<file path="src/rtl/wakeSmiPkg.sv">
package wakeSmiPkg;
  localparam int PIN_COUNT = 3;

  localparam logic [1:0] ADDR_POL  = 2'd0;
  localparam logic [1:0] ADDR_CFG  = 2'd1;
  localparam logic [1:0] ADDR_STAT = 2'd2;

  typedef struct packed {
    logic polWr;
    logic cfgWr;
    logic statClr;
  } ctrlStrobe_t;
endpackage

</file>
<file path="src/rtl/wakeSmiDebounce.sv">
module wakeSmiDebounce #(
  parameter int DEBOUNCE_CYCLES = 31
) (
  input  logic clk,
  input  logic rstN,
  input  logic levelIn,
  output logic levelOut,
  output logic riseNow
);
  localparam int CNT_W = (DEBOUNCE_CYCLES > 1) ? $clog2(DEBOUNCE_CYCLES) : 1;
  localparam logic [CNT_W-1:0] CNT_LAST = CNT_W'(DEBOUNCE_CYCLES - 1);

  logic [CNT_W-1:0] holdCnt;
  logic             stableLvl;
  logic             expire;

  assign expire = (levelIn != stableLvl) && (holdCnt == CNT_LAST);

  always_ff @(posedge clk or negedge rstN) begin
    if (!rstN) begin
      holdCnt   <= '0;
      stableLvl <= 1'b0;
    end else if (levelIn == stableLvl) begin
      holdCnt <= '0;
    end else if (holdCnt == CNT_LAST) begin
      stableLvl <= levelIn;
      holdCnt   <= '0;
    end else begin
      holdCnt <= holdCnt + 1'b1;
    end
  end

  assign levelOut = stableLvl;
  assign riseNow  = expire && levelIn;
endmodule

</file>
<file path="src/rtl/wakeSmiCtrl.sv">
module wakeSmiCtrl
  import wakeSmiPkg::*;
(
  input  logic        clk,
  input  logic        rstN,
  input  logic        regWr,
  input  logic [1:0]  regAddr,
  input  logic        clrBit,
  input  logic        anyHit,
  output ctrlStrobe_t strobe,
  output logic        statusBit
);
  always_comb begin
    strobe.polWr   = regWr && (regAddr == ADDR_POL);
    strobe.cfgWr   = regWr && (regAddr == ADDR_CFG);
    strobe.statClr = regWr && (regAddr == ADDR_STAT) && clrBit;
  end

  always_ff @(posedge clk or negedge rstN) begin
    if (!rstN) begin
      statusBit <= 1'b0;
    end else if (anyHit) begin
      statusBit <= 1'b1;
    end else if (strobe.statClr) begin
      statusBit <= 1'b0;
    end
  end
endmodule

</file>
<file path="src/rtl/wakeSmiDatapath.sv">
module wakeSmiDatapath
  import wakeSmiPkg::*;
#(
  parameter int DEBOUNCE_CYCLES = 31
) (
  input  logic                 clk,
  input  logic                 rstN,
  input  ctrlStrobe_t          strobe,
  input  logic [PIN_COUNT-1:0] polData,
  input  logic [PIN_COUNT-1:0] enData,
  input  logic [PIN_COUNT-1:0] dirData,
  input  logic [PIN_COUNT-1:0] pinIn,
  input  logic [PIN_COUNT-1:0] altEnable,
  input  logic [1:0]           regAddr,
  input  logic                 statusBit,
  output logic [7:0]           rdData,
  output logic [PIN_COUNT-1:0] hitVec,
  output logic [PIN_COUNT-1:0] corrVec
);
  logic [PIN_COUNT-1:0] polReg;
  logic [PIN_COUNT-1:0] enReg;
  logic [PIN_COUNT-1:0] dirReg;
  logic [PIN_COUNT-1:0] syncA;
  logic [PIN_COUNT-1:0] syncB;
  logic [PIN_COUNT-1:0] riseVec;
  logic [PIN_COUNT-1:0] dbVec;

  always_ff @(posedge clk or negedge rstN) begin
    if (!rstN) begin
      polReg <= '0;
      enReg  <= '0;
      dirReg <= '0;
    end else begin
      if (strobe.polWr) polReg <= polData;
      if (strobe.cfgWr) begin
        enReg  <= enData;
        dirReg <= dirData;
      end
    end
  end

  always_ff @(posedge clk or negedge rstN) begin
    if (!rstN) begin
      syncA <= '0;
      syncB <= '0;
    end else begin
      syncA <= pinIn;
      syncB <= syncA;
    end
  end

  assign corrVec = syncB ^ polReg;

  for (genvar p = 0; p < PIN_COUNT; p++) begin : g_pin
    wakeSmiDebounce #(.DEBOUNCE_CYCLES(DEBOUNCE_CYCLES)) deb_i (
      .clk     (clk),
      .rstN    (rstN),
      .levelIn (corrVec[p]),
      .levelOut(dbVec[p]),
      .riseNow (riseVec[p])
    );
    assign hitVec[p] = riseVec[p] && !dirReg[p] && (enReg[p] || altEnable[p]);
  end

  always_comb begin
    rdData = 8'h00;
    unique case (regAddr)
      ADDR_POL:  rdData[PIN_COUNT-1:0] = polReg;
      ADDR_CFG:  rdData = {1'b0, enReg, 1'b0, dirReg};
      ADDR_STAT: rdData[0] = statusBit;
      default:   rdData = 8'h00;
    endcase
  end

  logic unusedDbVec;
  assign unusedDbVec = ^dbVec;
endmodule

</file>
<file path="src/rtl/wakeSmiTop.sv">
module wakeSmiTop
  import wakeSmiPkg::*;
#(
  parameter int DEBOUNCE_CYCLES = 31
) (
  input  logic       clk,
  input  logic       rstN,
  input  logic       regWr,
  input  logic [1:0] regAddr,
  input  logic [7:0] regWrData,
  output logic [7:0] regRdData,
  input  logic [2:0] pinIn,
  input  logic [2:0] altEnable,
  output logic       smiReq
);
  ctrlStrobe_t          strobe;
  logic                 statusBit;
  logic [PIN_COUNT-1:0] hitVec;
  logic [PIN_COUNT-1:0] corrVec;
  logic                 unusedWrBits;

  assign unusedWrBits = regWrData[7] ^ regWrData[3];

  wakeSmiCtrl ctrl_i (
    .clk      (clk),
    .rstN     (rstN),
    .regWr    (regWr),
    .regAddr  (regAddr),
    .clrBit   (regWrData[0]),
    .anyHit   (|hitVec),
    .strobe   (strobe),
    .statusBit(statusBit)
  );

  wakeSmiDatapath #(.DEBOUNCE_CYCLES(DEBOUNCE_CYCLES)) dp_i (
    .clk      (clk),
    .rstN     (rstN),
    .strobe   (strobe),
    .polData  (regWrData[2:0]),
    .enData   (regWrData[6:4]),
    .dirData  (regWrData[2:0]),
    .pinIn    (pinIn),
    .altEnable(altEnable),
    .regAddr  (regAddr),
    .statusBit(statusBit),
    .rdData   (regRdData),
    .hitVec   (hitVec),
    .corrVec  (corrVec)
  );

  assign smiReq = statusBit;
endmodule

</file>
<file path="config.mk">
export PLATFORM = sky130hd
export DESIGN_NAME = wakeSmiTop
export DESIGN_NICKNAME = d
export VERILOG_FILES = /design/src/rtl/wakeSmiPkg.sv /design/src/rtl/wakeSmiDebounce.sv /design/src/rtl/wakeSmiCtrl.sv /design/src/rtl/wakeSmiDatapath.sv /design/src/rtl/wakeSmiTop.sv
export SDC_FILE = /design/constraint.sdc
export NUM_CORES = 1
export LEC_CHECK = 0
export ABC_AREA = 1
export BUFFER_PORTS_ARGS = -buffer_cell sky130_fd_sc_hd__buf_2
export CAP_MARGIN = 20
export CORE_ASPECT_RATIO = 1.75
export CORE_MARGIN = 2
export CORE_UTILIZATION = 59
export CTS_CLUSTER_DIAMETER = 120
export DETAILED_ROUTE_END_ITERATION = 10
export PLACE_DENSITY_LB_ADDON = 0.25
export SYNTH_ARGS = -nofsm -noshare
export SYNTH_HDL_FRONTEND = slang
export SYNTH_HIERARCHICAL = 1
export SYNTH_SLANG_ARGS = --single-unit
</file>
<file path="constraint.sdc">
create_clock -name clk -period 3.04 [get_ports clk]
set_input_delay 0.152 -clock clk [delete_from_list [all_inputs] [get_ports clk]]
set_output_delay 0.152 -clock clk [all_outputs]
set_load 0.05 [all_outputs]
</file>
After elaboration in Yosys (flattened, before gate mapping)

Index checks and enable logic that the tools add are counted.

Word-level logic and storage cells: 69
Output and inout bits: 9
Bits in registers: 34
Bits in read-only memories: 0
Latch bits: 0
Bits in writable memories: 0
Memories kept: 0

Bitwise operators: 4
Divide/modulo/power cells: 0
$add $sub $neg: 3
Multipliers: 0
Shift-type cells: 0
Muxes and demuxes: 11
Reduce and logical (&&, ||, !) cells: 28
Order comparisons: 0
Eq/ne operators: 11

Operator list:

| operator            | number |
|---|---|
| $mux 5              | 6 |
| $logic_and 1x1->1   | 16 |
| $add 5x1->5 const B | 3 |
| $eq 5x5->1 const B  | 3 |
| $reduce_and 2->1    | 3 |
| $mux 4              | 1 |
| $pmux 2 s2          | 1 |
| $eq 1x1->1          | 3 |
| $logic_not 1->1     | 3 |
| $logic_or 1x1->1    | 3 |
| $ne 1x1->1          | 3 |
| $not 1->1           | 3 |
| $pmux 1 s3          | 1 |
| $reduce_or 3->1     | 1 |
| $xor 3x3->3         | 1 |
| $eq 2x1->1 const B  | 1 |
| $eq 2x2->1 const B  | 1 |
| $logic_not 2->1     | 1 |
| $mux 1              | 2 |
| $reduce_bool 2->1   | 1 |

Logic depth before layout (Yosys ltp)

Depth after elaboration: 8
Mapped depth: 12
Mapped depth without buffers: 12

Hierarchy

The synthesis kept the hierarchy.

By module, submodules not included:

| module          | instances | cells an instance | area each (sq um) |
|---|---|---|---|
| wakeSmiDebounce | 3         | 38                | 331.6 |
| wakeSmiDatapath | 1         | 70                | 635.6 |
| wakeSmiCtrl     | 1         | 13                | 73.8 |
| wakeSmiTop      | 1         | 3                 | 11.3 |

Worst setup path after synthesis

Ideal clock, no wire load.

Path kind: reg2out
Start point: reg ctrl_i.statusBit
End point: out regRdData[0]
Required time: 2.888 ns
Setup slack: 1.753 ns
Arrival time: 1.135 ns
Buffers on the path: 0
Cell stages (with the launch flop): 3
Cells stage by stage: dfrtp_1 > nand3_1 > nand3_1

Longest elaborated chain between the ends: 1

RTL lines:

| what                     | RTL line              | RTL |
|---|---|---|
| start: declaration       | wakeSmiCtrl.sv:11     | `output logic statusBit` |
| start signal: assignment | wakeSmiCtrl.sv:21     | `statusBit <= 1'b0;` |
| start signal: assignment | wakeSmiCtrl.sv:23     | `statusBit <= 1'b1;` |
| start signal: assignment | wakeSmiCtrl.sv:25     | `statusBit <= 1'b0;` |
| $pmux 1 s3               | wakeSmiDatapath.sv:67 | `unique case (regAddr)` |
| end: declaration         | wakeSmiTop.sv:11      | `output logic [7:0] regRdData,` |

Every way passes these cells.

Worst setup path in the final report

Start point: reg dp_i.g_pin[0].deb_i.holdCnt[0]
End point: reg ctrl_i.statusBit

Longest elaborated chain between the ends: 7
Elaborated cells on any way between the ends: 8
Those cells by class: eq/ne: 1; mux: 1; reduce/logical: 6

RTL lines:

| what                                               | RTL line              | RTL |
|---|---|---|
| start: declaration                                 | wakeSmiDebounce.sv:13 | `logic [CNT_W-1:0] holdCnt;` |
| start signal: assignment                           | wakeSmiDebounce.sv:29 | `holdCnt <= holdCnt + 1'b1;` |
| $eq 5x5->1 *                                       | wakeSmiDebounce.sv:17 | `assign expire = (levelIn != stableLvl) && (holdCnt == CNT_LAST);` |
| $logic_and 1x1->1 *                                | wakeSmiDebounce.sv:17 |  |
| $logic_and 1x1->1 *                                | wakeSmiDebounce.sv:34 | `assign riseNow = expire && levelIn;` |
| named net dp_i.riseVec[0]                          | wakeSmiDatapath.sv:25 | `logic [PIN_COUNT-1:0] riseVec;` |
| $logic_and 1x1->1 * (2 in a row)                   | wakeSmiDatapath.sv:62 | `assign hitVec[p] = riseVec[p] && !dirReg[p] && (enReg[p] \|\| altEnable[p]);` |
| named net hitVec[0]                                | wakeSmiTop.sv:18      | `logic [PIN_COUNT-1:0] hitVec;` |
| $reduce_or 3->1 *                                  | wakeSmiTop.sv:30      | `.anyHit (\|hitVec),` |
| $mux 1 / $reduce_bool 2->1 (equally long branches) | -                     |  |

Mark *: on every way through the listed nets, which the timed path passes. The rest lies on a longest branch.
A chain may end at the register's enable or synchronous reset.

==> impl_metrics.csv <==
group,metric,value,unit
drt,detail-route-antenna-nets,0,
finish,diodes,0,
yosys,synthCells,199,
clock_tree,cts_setup_buffers,0,
global_route,grt_antenna_before_repair,0,
drt,viasPerCell,5.09,
drt,drt_wl_total,2.88,mm
placed_design,portBuffers,23,
placed_design,finalWeightedCongestion,0.752,
floorplan,rows,25,
global_route,grt_pass1_vias,1318,
clock_tree,clk_pin_slew,0.06,ns
timing,skew,0.00613,ns
global_route,gr-total-overflow,0,
placed_design,placedCellCount,247,
timing,finalMaxSlewViolations,0,
clock_tree,cts_buffer_depth,2,
timing,timing.fmax,689,MHz
finish,final_cell_area,1970,µm²
yosys,synth_area,1710,µm²
timing,min_period,1.45,ns
floorplan,fp.coreArea,2720,µm²
timing,period_share,0.477,
power,p_leak,1.07,nW
drt,avgRoutedWirePerCell,11.1,µm
finish,fin_util,0.725,
timing,tightest_slew,0.730,ns
worst_setup_path,critical_path_arrival,1.68,ns
floorplan,pin_count,28,
floorplan,die_x,44.7,µm
global_route,grt_max_degree,35,
placed_design,place_area,1840,µm²
worst_setup_path,worstSetupEndpointType,"flop",
worst_hold_path,worstHoldPathCells,3,
finish,drive_gt1_frac,0.233,
drt,drcViolationCount,0,
worst_setup_path,rr_worst_depth,12,
clock_tree,htree_levels,2,
worst_setup_path,crit_required,3.27,ns
floorplan,fp.dieH,75.3,µm
global_route,grt_pass1_wl,5.16,mm
worst_setup_path,cp_slowest_stage_delay,0.42,ns
finish,fill_cells,214,
timing,final-setup-viol-count,0,
drt,firstDrtPassIters,4,
clock_tree,cts_inserted_buffers,5,
clock_tree,clock_latency,0.28,ns
flow_run,max_cap_viol_count,0,
worst_hold_path,hold_path.class,"in2reg",
floorplan,fp.dieArea,3360,µm²
floorplan,initial_core_util,0.629,
clock_tree,cts_resized,0,
timing,setup-tns-final,0,ns
timing,hold_violations,0,
placed_design,dpl.hpwl,2.21,mm
worst_setup_path,path_cells,"inv_1 -> ha_1 -> nand2_1 -> inv_1 -> nand2_4 -> nor2_1 -> o21ai_0 -> nor2_1 -> nor2_1 -> nand2_1 -> inv_1 -> nand2_1",
finish,nets,256,
power,vdd_drop_max,0.000430,V
global_route,grt_util_all_layers,0.216,
power,powerDensity,579,nW/µm²
worst_setup_path,crit_fanout,5,
yosys,synth.avg_cell_area,8.60,µm²
yosys,yosys_warnings,6,
timing,hold-worst-slack,0.0767,ns
worst_setup_path,worstSetupPathType,"reg2reg",
worst_setup_path,cpMaxStageDelayCell,"dfrtp_1",
finish,final_cells,259,
worst_setup_path,crit_path_start_kind,"flop",
finish,syn2layout_area_growth,15.3,%
run_status,run_status,"completed",
timing,rsz0062_at_grt,"no",
drt,vias,1319,
clock_tree,cts_root_buf,"clkbuf_8",
clock_tree,cts_tree,"yes",
clock_tree,cts_sinks,34,
drt,drt_iter0_drc,21,
timing,slew_headroom,0.513,
[worst max-delay path: cells and delay by family (launching register included)]
kind	cells	cell delay, ns
AO/OA/AOI/OAI	1	0.09
adder cells (fa/ha/maj)	1	0.14
buffers and inverters	3	0.20
flip-flops	1	0.42
AND/OR/NAND/NOR	7	0.55
[routing by layer]
| metal | vias up | global-route usage | wire length (µm) |
|---|---|---|---|
| met5 | - | 0 | 0 |
| met4 | 0 | 0.121 | 55 |
| met3 | 5 | 0.0528 | 129 |
| met2 | 35 | 0.396 | 1610 |
| met1 | 615 | 0.211 | 1090 |
| li1 | 664 | - | - |
[power by group]
| part | internal, mW | total (mW) | switching (mW) | leakage (nW) |
|---|---|---|---|---|
| Clock | 0.182 | 0.330 | 0.148 | 0.0482 |
| Sequential | 0.517 | 0.585 | 0.0677 | 0.438 |
| Combinational | 0.0854 | 0.228 | 0.143 | 0.585 |
| Total | 0.785 | 1.14 | 0.358 | 1.07 |
[flip-flops by register name, summed over array words and instances (netlist names)]
signal	cells
dp_i/g_pin.deb_i/holdCnt	15
dp_i/dirReg	3
dp_i/enReg	3
dp_i/g_pin.deb_i/levelOut	3
dp_i/polReg	3
dp_i/syncA	3
dp_i/syncB	3
ctrl_i/statusBit	1
[final timing paths]
path,startpoint,end,slack [ns]
max,dp_i/g_pin[0].deb_i/holdCnt[0],ctrl_i/statusBit,1.59
min,regWrData[4],dp_i/enReg[0],0.08
max reg2reg,dp_i/g_pin[0].deb_i/holdCnt[0],ctrl_i/statusBit,1.59
min reg2reg,dp_i/syncA[1],dp_i/syncB[1],0.35
max in group asynchronous,rstN,dp_i/g_pin[2].deb_i/holdCnt[2],2.11
min in group asynchronous,rstN,dp_i/g_pin[0].deb_i/levelOut,0.46
[final cells by class]
type	instances	area [µm²]	share of cell area
clock buffer	7	86.3	0.0438
clock inverter	1	5.00	0.00254
inverter	36	135	0.0685
multi-input combinational	127	707	0.358
sequential	34	851	0.431
tap	27	33.8	0.0171
timing repair buffer	27	155	0.0786
[layout by cell type (no fill, tap or decap), drive strengths merged]
cell type	count
a21oi	3
buf	23
clkbuf	7
clkinv	1
conb	2
dfrtp	34
dlygate4sd3	4
ha	6
inv	36
nand2	49
nand3	12
nand4	3
nor2	28
nor3	1
o21ai	17
xnor2	3
xor2	3
[repair_timing]
item | in CTS | in global routing
endpoints found under the hold margin | 37 | 0
setup endpoints to repair | 0 | 0
hold buffers | 4 | 0
[through the flow]
step | worst slack [ns] | power, mW
floorplan | 1.75 | 0.747
global placement | 1.66 | 0.798
detailed placement | 1.59 | 0.820
CTS | 1.58 | 1.16
global route | 1.35 | 1.22
finish | 1.59 | 1.14
(Power assumes the default switching activity.)
